===== src/rtl/spchr_pkg.sv =====
package spchr_pkg;

    typedef enum logic [1:0] {
        DM_NONE,
        DM_NINE,
        DM_ENH,
        DM_ALT750
    } det_mode_e;

    typedef enum logic {
        IRQ_IDLE,
        IRQ_PEND
    } irq_st_e;

    // 9-bit framing outranks the alternative mode, which outranks enhanced
    function automatic det_mode_e decode_mode(input logic nine,
                                              input logic alt750,
                                              input logic enh);
        det_mode_e m;
        if (nine)        m = DM_NINE;
        else if (alt750) m = DM_ALT750;
        else if (enh)    m = DM_ENH;
        else             m = DM_NONE;
        return m;
    endfunction

endpackage


===== src/rtl/spchr_regs.sv =====
module spchr_regs #(
    parameter int CHR_W   = 9,
    parameter int NUM_CHR = 4,
    localparam int IDX_W  = (NUM_CHR > 1) ? $clog2(NUM_CHR) : 1
) (
    input  logic                            clk,
    input  logic                            rst_n,
    input  logic                            wr_en,
    input  logic [IDX_W-1:0]                wr_idx,
    input  logic [CHR_W-1:0]                wr_data,
    output logic [NUM_CHR-1:0][CHR_W-1:0]   slot_q
);

    for (genvar i = 0; i < NUM_CHR; i++) begin : g_slot
        logic [CHR_W-1:0] val_q;

        always_ff @(posedge clk or negedge rst_n) begin
            if (!rst_n) begin
                val_q <= '0;
            end else if (wr_en && (wr_idx == IDX_W'(i))) begin
                val_q <= wr_data;
            end
        end

        assign slot_q[i] = val_q;
    end

endmodule


===== src/rtl/spchr_match.sv =====
module spchr_match
    import spchr_pkg::*;
#(
    parameter int CHR_W     = 9,
    parameter int NUM_CHR   = 4,
    parameter int XOFF1_IDX = 2,
    parameter int XOFF2_IDX = 3,
    localparam int LOW_W    = CHR_W - 1
) (
    input  det_mode_e                       mode,
    input  logic                            spc_en,
    input  logic [1:0]                      flow_rx_sel,
    input  logic                            xoff2_en,
    input  logic                            rx_valid,
    input  logic [CHR_W-1:0]                rx_data,
    input  logic [NUM_CHR-1:0][CHR_W-1:0]   slot_q,
    output logic [NUM_CHR-1:0]              hit,
    output logic                            xoff_hit,
    output logic                            raise
);

    logic inband;
    assign inband = (flow_rx_sel != 2'b00);

    for (genvar i = 0; i < NUM_CHR; i++) begin : g_cmp
        logic full_eq;
        logic low_eq;
        logic hit_c;

        assign full_eq = (rx_data == slot_q[i]);
        assign low_eq  = (rx_data[LOW_W-1:0] == slot_q[i][LOW_W-1:0]);

        always_comb begin
            hit_c = 1'b0;
            unique case (mode)
                DM_NINE: hit_c = full_eq;
                DM_ENH: begin
                    if (i == XOFF1_IDX)      hit_c = spc_en && inband && low_eq;
                    else if (i == XOFF2_IDX) hit_c = spc_en && xoff2_en && low_eq;
                    else                     hit_c = 1'b0;
                end
                DM_ALT750: hit_c = 1'b0;
                DM_NONE:   hit_c = 1'b0;
            endcase
        end

        assign hit[i] = rx_valid && hit_c;
    end

    // flow-control path is independent of the special-character enable
    assign xoff_hit = rx_valid && (mode == DM_ENH) && inband &&
                      (rx_data[LOW_W-1:0] == slot_q[XOFF1_IDX][LOW_W-1:0]);

    // in enhanced mode every hit already carries spc_en
    assign raise = spc_en && (hit != '0);

endmodule


===== src/rtl/spchr_irq_fsm.sv =====
module spchr_irq_fsm
    import spchr_pkg::*;
(
    input  logic clk,
    input  logic rst_n,
    input  logic raise,
    input  logic clr,
    output logic irq
);

    irq_st_e state_q;
    irq_st_e state_d;

    always_comb begin
        state_d = state_q;
        unique case (state_q)
            IRQ_IDLE: state_d = raise ? IRQ_PEND : IRQ_IDLE;
            IRQ_PEND: state_d = (clr && !raise) ? IRQ_IDLE : IRQ_PEND;
        endcase
    end

    always_ff @(posedge clk or negedge rst_n) begin
        if (!rst_n) state_q <= IRQ_IDLE;
        else        state_q <= state_d;
    end

    always_comb begin
        irq = (state_q == IRQ_PEND);
    end

endmodule


===== src/rtl/spchr_detect.sv =====
module spchr_detect
    import spchr_pkg::*;
#(
    parameter int CHR_W     = 9,
    parameter int NUM_CHR   = 4,
    parameter int XOFF1_IDX = 2,
    parameter int XOFF2_IDX = 3,
    localparam int IDX_W    = (NUM_CHR > 1) ? $clog2(NUM_CHR) : 1
) (
    input  logic               clk,
    input  logic               rst_n,
    input  logic               cfg_wr_en,
    input  logic [IDX_W-1:0]   cfg_wr_idx,
    input  logic [CHR_W-1:0]   cfg_wr_data,
    input  logic               rx_valid,
    input  logic [CHR_W-1:0]   rx_data,
    input  logic               mode_nine,
    input  logic               mode_alt750,
    input  logic               mode_enh,
    input  logic [1:0]         flow_rx_sel,
    input  logic               xoff2_en,
    input  logic               spc_int_en,
    input  logic               stat_clr,
    output logic [NUM_CHR-1:0] match_flags,
    output logic               xoff_det,
    output logic               spc_irq
);

    logic [NUM_CHR-1:0][CHR_W-1:0] slot_q;
    logic [NUM_CHR-1:0]            hit;
    logic                          xoff_hit;
    logic                          raise;
    det_mode_e                     mode;
    logic [NUM_CHR-1:0]            flags_q;
    logic                          xoff_q;

    assign mode = decode_mode(mode_nine, mode_alt750, mode_enh);

    spchr_regs #(.CHR_W(CHR_W), .NUM_CHR(NUM_CHR)) u_regs (
        .clk     (clk),
        .rst_n   (rst_n),
        .wr_en   (cfg_wr_en),
        .wr_idx  (cfg_wr_idx),
        .wr_data (cfg_wr_data),
        .slot_q  (slot_q)
    );

    spchr_match #(
        .CHR_W(CHR_W), .NUM_CHR(NUM_CHR),
        .XOFF1_IDX(XOFF1_IDX), .XOFF2_IDX(XOFF2_IDX)
    ) u_match (
        .mode        (mode),
        .spc_en      (spc_int_en),
        .flow_rx_sel (flow_rx_sel),
        .xoff2_en    (xoff2_en),
        .rx_valid    (rx_valid),
        .rx_data     (rx_data),
        .slot_q      (slot_q),
        .hit         (hit),
        .xoff_hit    (xoff_hit),
        .raise       (raise)
    );

    spchr_irq_fsm u_irq (
        .clk   (clk),
        .rst_n (rst_n),
        .raise (raise),
        .clr   (stat_clr),
        .irq   (spc_irq)
    );

    // new hits take priority over a simultaneous clear
    always_ff @(posedge clk or negedge rst_n) begin
        if (!rst_n) begin
            flags_q <= '0;
            xoff_q  <= 1'b0;
        end else begin
            flags_q <= (stat_clr ? '0 : flags_q) | hit;
            xoff_q  <= xoff_hit;
        end
    end

    assign match_flags = flags_q;
    assign xoff_det    = xoff_q;

endmodule


===== config.mk =====
export PLATFORM = sky130hd
export DESIGN_NAME = spchr_detect
export DESIGN_NICKNAME = d
export VERILOG_FILES = /design/src/rtl/spchr_pkg.sv /design/src/rtl/spchr_regs.sv /design/src/rtl/spchr_match.sv /design/src/rtl/spchr_irq_fsm.sv /design/src/rtl/spchr_detect.sv
export SDC_FILE = /design/constraint.sdc
export NUM_CORES = 1
export LEC_CHECK = 0
export CORE_MARGIN = 2
export CORE_UTILIZATION = 30
export CTS_CLUSTER_SIZE = 12
export DETAILED_ROUTE_END_ITERATION = 6
export GPL_TIMING_DRIVEN = 0
export PLACE_DENSITY_LB_ADDON = 0.08
export SYNTH_ARGS = -nofsm -noshare
export SYNTH_HDL_FRONTEND = slang
export SYNTH_SLANG_ARGS = --single-unit
export TNS_END_PERCENT = 20

===== constraint.sdc =====
create_clock -name clk -period 2.5 [get_ports clk]
set_input_delay 0.375 -clock clk [delete_from_list [all_inputs] [get_ports clk]]
set_output_delay 0.375 -clock clk [all_outputs]
set_load 0.01 [all_outputs]

==> reports/qor.yml, run 1 <==
cp-start-kind: "primary input"
timing.fmax_ghz: 0.540
final_core_util: 0.395
p_total_mw: 1.68
area_growth_pct: 25.4
cp_slowest_cell: "clkbuf_1"
synth_nets: 190
via_per_inst: 4.73
grt_pass1_wl_mm: 7.27
die_y_um: 86.1
place_hpwl_mm: 3.36
clock-sinks: 42
routed_wl_mm: 4.47
finalHoldViolCount: 0
n_antenna_cell: 0
ys_ff_latch: 42
crit_type: "primary input to flop"
grt.overflow.total: 0
cts_tree: "built"
post_cts_buffers: 0
cts_buffer_depth: 2
outcome: "completed"
pre_cts_slack_ns: 0.312
hold_class: "primary input to async pin"
vdd_ir_drop_max_uv: 244
maxCapViolCount: 0
antenna_found_initial: 0
post_cts_resized: 0
clk_pin_slew_ns: 0.08
period_needed_ns: 1.85
grt.met2_usage: 0.212
crit_path_end_kind: "flop"
io_pins: 38
rsz0062_at_grt: "no"
wire_per_inst_um: 16.3
ctsHoldBuffers: 1
crit_chain: "clkdlybuf4s50_1, nor3b_1, clkbuf_1, mux2_2"
skew_ns: 0.00518
p_per_area_nw_per_um2: 664
worstPathArrival_ns: 2.03
vias: 1300
maxSlewViolCount: 0
num_rows: 29
cts-buffers-inserted: 5
grt_max_degree: 40
die_area_um2: 7410
tightest_slew_ns: 0.679
setup_violations: 0
htree_levels: 2
first_pass_iters: 2
grt_use_total: 0.132
setup_ws_ns: 0.648
grt.busiest_layer: "met2"
critPathRequiredTime_ns: 2.68
initial_core_util: 0.315
port_buffers: 30
synth_cells: 158
netlist_area_um2: 2020
nNetsFinal: 229
drive_gt1_frac: 0.242
synth_area_per_cell_um2: 12.8
yosys_warnings: 0
routabilityCongestion: 0.761
antenna_left: 0
slowest_delay_ns: 0.55
drtIter0Drc: 43
finalCritPeriodShare: 0.741
yosysSeqAreaShare: 0.520
clock_latency_ns: 0.29
p_leak_nw: 0.976
core-area_um2: 6420
grt_pass1_vias: 1425
ys_types: 19
grtUsageMet1: 0.169
use_met3: 0.0366
root_buffer: "clkbuf_8"
chipWidth_um: 86.1
placed_cell_area_um2: 2430
cp_max_fo: 9
finish.instance_area_um2: 2530
post-route-drc-count: 0
max_slew_margin: 0.547
[registers in the layout (all words and copies together), names as in the netlist]
signal               cells
u_irq.irq                1
u_regs.g_slot.val_q     36
xoff_det                 1
match_flags              4
[cells in the mapped netlist]
| cell | instances | area, um2 |
|---|---|---|
| nor3b_1 | 1 | 7.51 |
| nor3b_2 | 1 | 12.5 |
| nand4_1 | 7 | 43.8 |
| nand3b_1 | 2 | 15.0 |
| clkbuf_1 | 8 | 30.0 |
| nand3_1 | 3 | 15.0 |
| or2_2 | 1 | 6.26 |
| o21ai_0 | 4 | 20.0 |
| nand2_1 | 4 | 15.0 |
| nor4_1 | 1 | 6.26 |
| xnor2_1 | 34 | 298 |
| a32oi_1 | 2 | 17.5 |
| inv_1 | 5 | 18.8 |
| or4_1 | 3 | 22.5 |
| a22o_1 | 1 | 8.76 |
| mux2_2 | 36 | 405 |
| xor2_1 | 2 | 17.5 |
| or4_4 | 1 | 11.3 |
| dfrtp_1 | 42 | 1050 |
[final cells by class]
cell class | instances | area [um2]
sequential | 42 | 1050
buffer | 8 | 30.0
tap | 77 | 96.3
timing repair buffer | 32 | 325
clock inverter | 1 | 5.00
clock buffer | 7 | 86.3
fill | 642 | 3890
multi-input combinational | 103 | 922
inverter | 5 | 18.8
[final timing paths]
| path | start | end | slack, ns | cells past startpoint |
|---|---|---|---|---|
| setup / recovery | cfg_wr_en | u_regs.g_slot[0].val_q[8]$_DFFE_PN0P_ | 0.65 | 4 |
| hold / removal | rst_n | u_regs.g_slot[2].val_q[8]$_DFFE_PN0P_ | 0.42 | 2 |
| setup reg to reg | u_regs.g_slot[3].val_q[0]$_DFFE_PN0P_ | u_irq.irq$_DFF_PN0_ | 0.96 | 5 |
| hold reg to reg | u_irq.irq$_DFF_PN0_ | u_irq.irq$_DFF_PN0_ | 0.52 | 1 |
| max in group asynchronous | rst_n | u_regs.g_slot[0].val_q[1]$_DFFE_PN0P_ | 1.67 | 3 |
| min in group clk | u_irq.irq$_DFF_PN0_ | u_irq.irq$_DFF_PN0_ | 0.52 | 1 |
[power by group]
part           total [mW]  internal (mW)  switching (mW)
registers           0.862          0.790          0.0721
clock network       0.453          0.223           0.230
logic               0.366          0.222           0.144
[cell families after synthesis]
| logic type | after synthesis | synth area share |
|---|---|---|
| muxes | 36 | 0.200 |
| AOI/OAI and AO/OA | 7 | 0.0229 |
| buffers and inverters | 13 | 0.0241 |
| and+or+nand+nor | 24 | 0.0767 |
| xor gates and xnor gates | 36 | 0.156 |
| DFF | 42 | 0.520 |
[metal layers]
layer / vias to the layer above / routed length (um) / part of all wire
met1: 638 / 2070 / 0.46
met5: - / 0 / 0
li1: 623 / - / -
met2: 33 / 2100 / 0.47
met3: 6 / 234 / 0.052
met4: 0 / 71 / 0.016
[worst max-delay path, delay by kind of cell]
kind	cells	cell delay [ns]
buffers and inverters	2	1.07
multiplexers	1	0.41
AND/OR/NAND/NOR	1	0.18
[stage by stage]
step / hold slack [ns] / cells / setup TNS (ns)
final: 0.425 / 275 / 0
after global routing: 0.419 / 275 / 0
after CTS: 0.420 / 275 / 0
after detailed placement: 0.196 / 266 / 0
after global placement: 0.496 / 265 / -2.54
after floorplan: 0.0794 / 158 / 0
[placed cells by master, fill, tap and decap left out, types with 4 or more instances in the layout]
cell type,n
clkbuf_1,9
clkbuf_8,6
clkdlybuf4s50_1,29
dfrtp_1,42
inv_1,5
mux2_2,36
nand2_1,4
nand4_1,7
o21ai_0,4
xnor2_1,34
(Power assumes the default switching activity.)
==> run 2, diff against run 1 <==
==> constraint.sdc (replaced) <==
create_clock -name clk -period 1.7 [get_ports clk]
set_input_delay 0.255 -clock clk [delete_from_list [all_inputs] [get_ports clk]]
set_output_delay 0.255 -clock clk [all_outputs]
set_load 0.01 [all_outputs]
==> reports/qor.yml, run 2 (synthesis gave the netlist of run 1 again) <==
final_core_util: 0.399  # +0.00409
cp_max_fo: 3  # -6
dp_cells: 266  # unchanged
n_antenna_cell: 0  # unchanged
max_slew_margin: 0.586  # +0.0385
io_pins: 38  # unchanged
crit_type: "primary input to flop"
routed_wl_mm: 4.50  # +0.51%
cp_top_family: "simple AND/OR/NAND/NOR gates"
post-route-drc-count: 0  # unchanged
first_pass_iters: 2  # unchanged
core-area_um2: 6420  # unchanged
crit_buf_inv: 1  # -1
area_growth_pct: 26.7
fillerInstances: 643  # +0.16%
clk_pin_slew_ns: 0.08  # about the same
grt_use_total: 0.132  # unchanged
wire_per_inst_um: 16.4  # +0.51%
outcome: "completed"
antenna_found_initial: 0  # unchanged
final_cell_mix: "dfrtp_1, mux2_2, xnor2_1, clkdlybuf4s50_1, clkbuf_1"
clock-sinks: 42  # unchanged
grt_pass1_wl_mm: 7.27  # unchanged
finalHoldViolCount: 0  # unchanged
largest_register_ffs: 36  # unchanged
top_register: "u_regs.g_slot.val_q"
via_per_inst: 4.71  # -0.46%
grt_pass1_vias: 1425  # unchanged
p_leak_nw: 1.02  # +4.2%
initial_core_util: 0.315  # unchanged
multi_input_area_um2: 940  # +1.9%
maxSlewViolCount: 0  # unchanged
cts-buffers-inserted: 5  # unchanged
worstPathArrival_ns: 1.83  # -0.20 ns
drtIter0Drc: 50  # +16%
grt_max_degree: 40  # unchanged
cts_buffer_depth: 2  # unchanged
die_y_um: 86.1  # unchanged
antenna_left: 0  # unchanged
place_hpwl_mm: 3.36  # unchanged
nNetsFinal: 229  # unchanged
grt.overflow.total: 0  # unchanged
routabilityCongestion: 0.761  # unchanged
whs_ns: 0.305  # -0.120 ns
die_area_um2: 7410  # unchanged
finalCritPeriodShare: 0.934
p_per_area_nw_per_um2: 969  # +46%
cp-start-kind: "primary input"
maxCapViolCount: 0  # unchanged
tns_ns: 0  # unchanged
instances_no_fill: 275  # unchanged
setup_violations: 0  # unchanged
port_buffers: 30  # unchanged
critPathRequiredTime_ns: 1.94  # -0.74 ns
vias: 1294  # -0.46%
final_common_cell: "dfrtp_1"
cts_tree: "built"
slowest_delay_ns: 0.53  # -0.02 ns
clock_latency_ns: 0.29  # about the same
tightest_slew_ns: 0.620  # -0.0596 ns
rsz0062_at_grt: "no"
crit_path_end_kind: "flop"
drive_gt1_frac: 0.258  # +0.0152
period_needed_ns: 1.59
hold_class: "primary input to async pin"
root_buffer: "clkbuf_8"
cp_slowest_cell: "or4_4"
num_rows: 29  # unchanged
timing.fmax_ghz: 0.630
vdd_ir_drop_max_uv: 359  # +47%
crit_chain: "clkdlybuf4s50_1, nor3b_4, a32oi_1, or4_4, nand4_1, a22o_1"
post_cts_buffers: 0  # unchanged
skew_ns: 0.00595  # +0.000768 ns
chipWidth_um: 86.1  # unchanged
register_area_um2: 1050  # unchanged
htree_levels: 2  # unchanged
run 2: cell count changes in the layout (fill, tap and decap cells not counted), sizes merged:
cell	previous run	this run
clkdlybuf4s50	29	26
dlymetal6s2s	0	3
run 2: worst register-to-register path, cell delays in order, from the launching register on:
cell	delay (ns)
dfrtp_1	0.39
xnor2_1	0.21
nand4_1	0.16
or4_4	0.50
nand4_1	0.10
a22o_1	0.12
run 2: timing repair:
action | in CTS | in global routing
setup endpoints to repair | 9 | 1
resized for setup | 1 | 6
hold buffers | 1 | 0
hold endpoints to repair | 42 | 0
pin swaps | 0 | 3
run 2: metal layers:
| metal | up-vias | routed length [um] | GRT usage |
|---|---|---|---|
| li1 | 622 | - | - |
| met1 | 633 | 2090 | 0.169 |
| met2 | 33 | 2100 | 0.212 |
| met3 | 6 | 242 | 0.0366 |
| met4 | 0 | 71 | 0.0476 |
| met5 | - | 0 | 0 |
run 2: per-stage QoR:
stage / total power [mW] / cell area (um2) / setup slack (ns)
5_1_grt: 2.64 / 2560 / 0.0134
4_1_cts: 2.51 / 2540 / 0.00348
3_5_place_dp: 1.84 / 2430 / -0.368
2_1_floorplan: 1.63 / 2020 / 0.253
6_report: 2.48 / 2560 / 0.112
3_3_place_gp: 1.82 / 2420 / -0.743
run 2: where the power goes:
part	switching (mW)	internal, mW	total (mW)	leakage [nW]
logic	0.214	0.331	0.545	0.458
registers	0.108	1.16	1.27	0.510
clock network	0.340	0.328	0.668	0.0482
total	0.661	1.82	2.48	1.02
run 2: final timing paths:
check / startpoint / to / slack, ns / cells after the start
worst max-delay path: mode_alt750 / u_irq.irq$_DFF_PN0_ / 0.11 / 6
worst min-delay path: rst_n / u_regs.g_slot[2].val_q[8]$_DFFE_PN0P_ / 0.30 / 2
worst max register to register: u_regs.g_slot[3].val_q[0]$_DFFE_PN0P_ / u_irq.irq$_DFF_PN0_ / 0.17 / 5
worst min register to register: u_irq.irq$_DFF_PN0_ / u_irq.irq$_DFF_PN0_ / 0.52 / 1
max in group asynchronous: rst_n / u_regs.g_slot[0].val_q[1]$_DFFE_PN0P_ / 0.99 / 3
min in group clk: mode_nine / xoff_det$_DFF_PN0_ / 0.37 / 4
run 2: final cells by class:
cell class / count / area share
repair buffers: 32 / 0.130
well taps: 77 / 0.0376
clock inverters: 1 / 0.00195
clock buffers: 7 / 0.0337
flip-flops and latches: 42 / 0.410
multi-input cells: 103 / 0.367
plain buffers: 8 / 0.0122
inverters: 5 / 0.00733
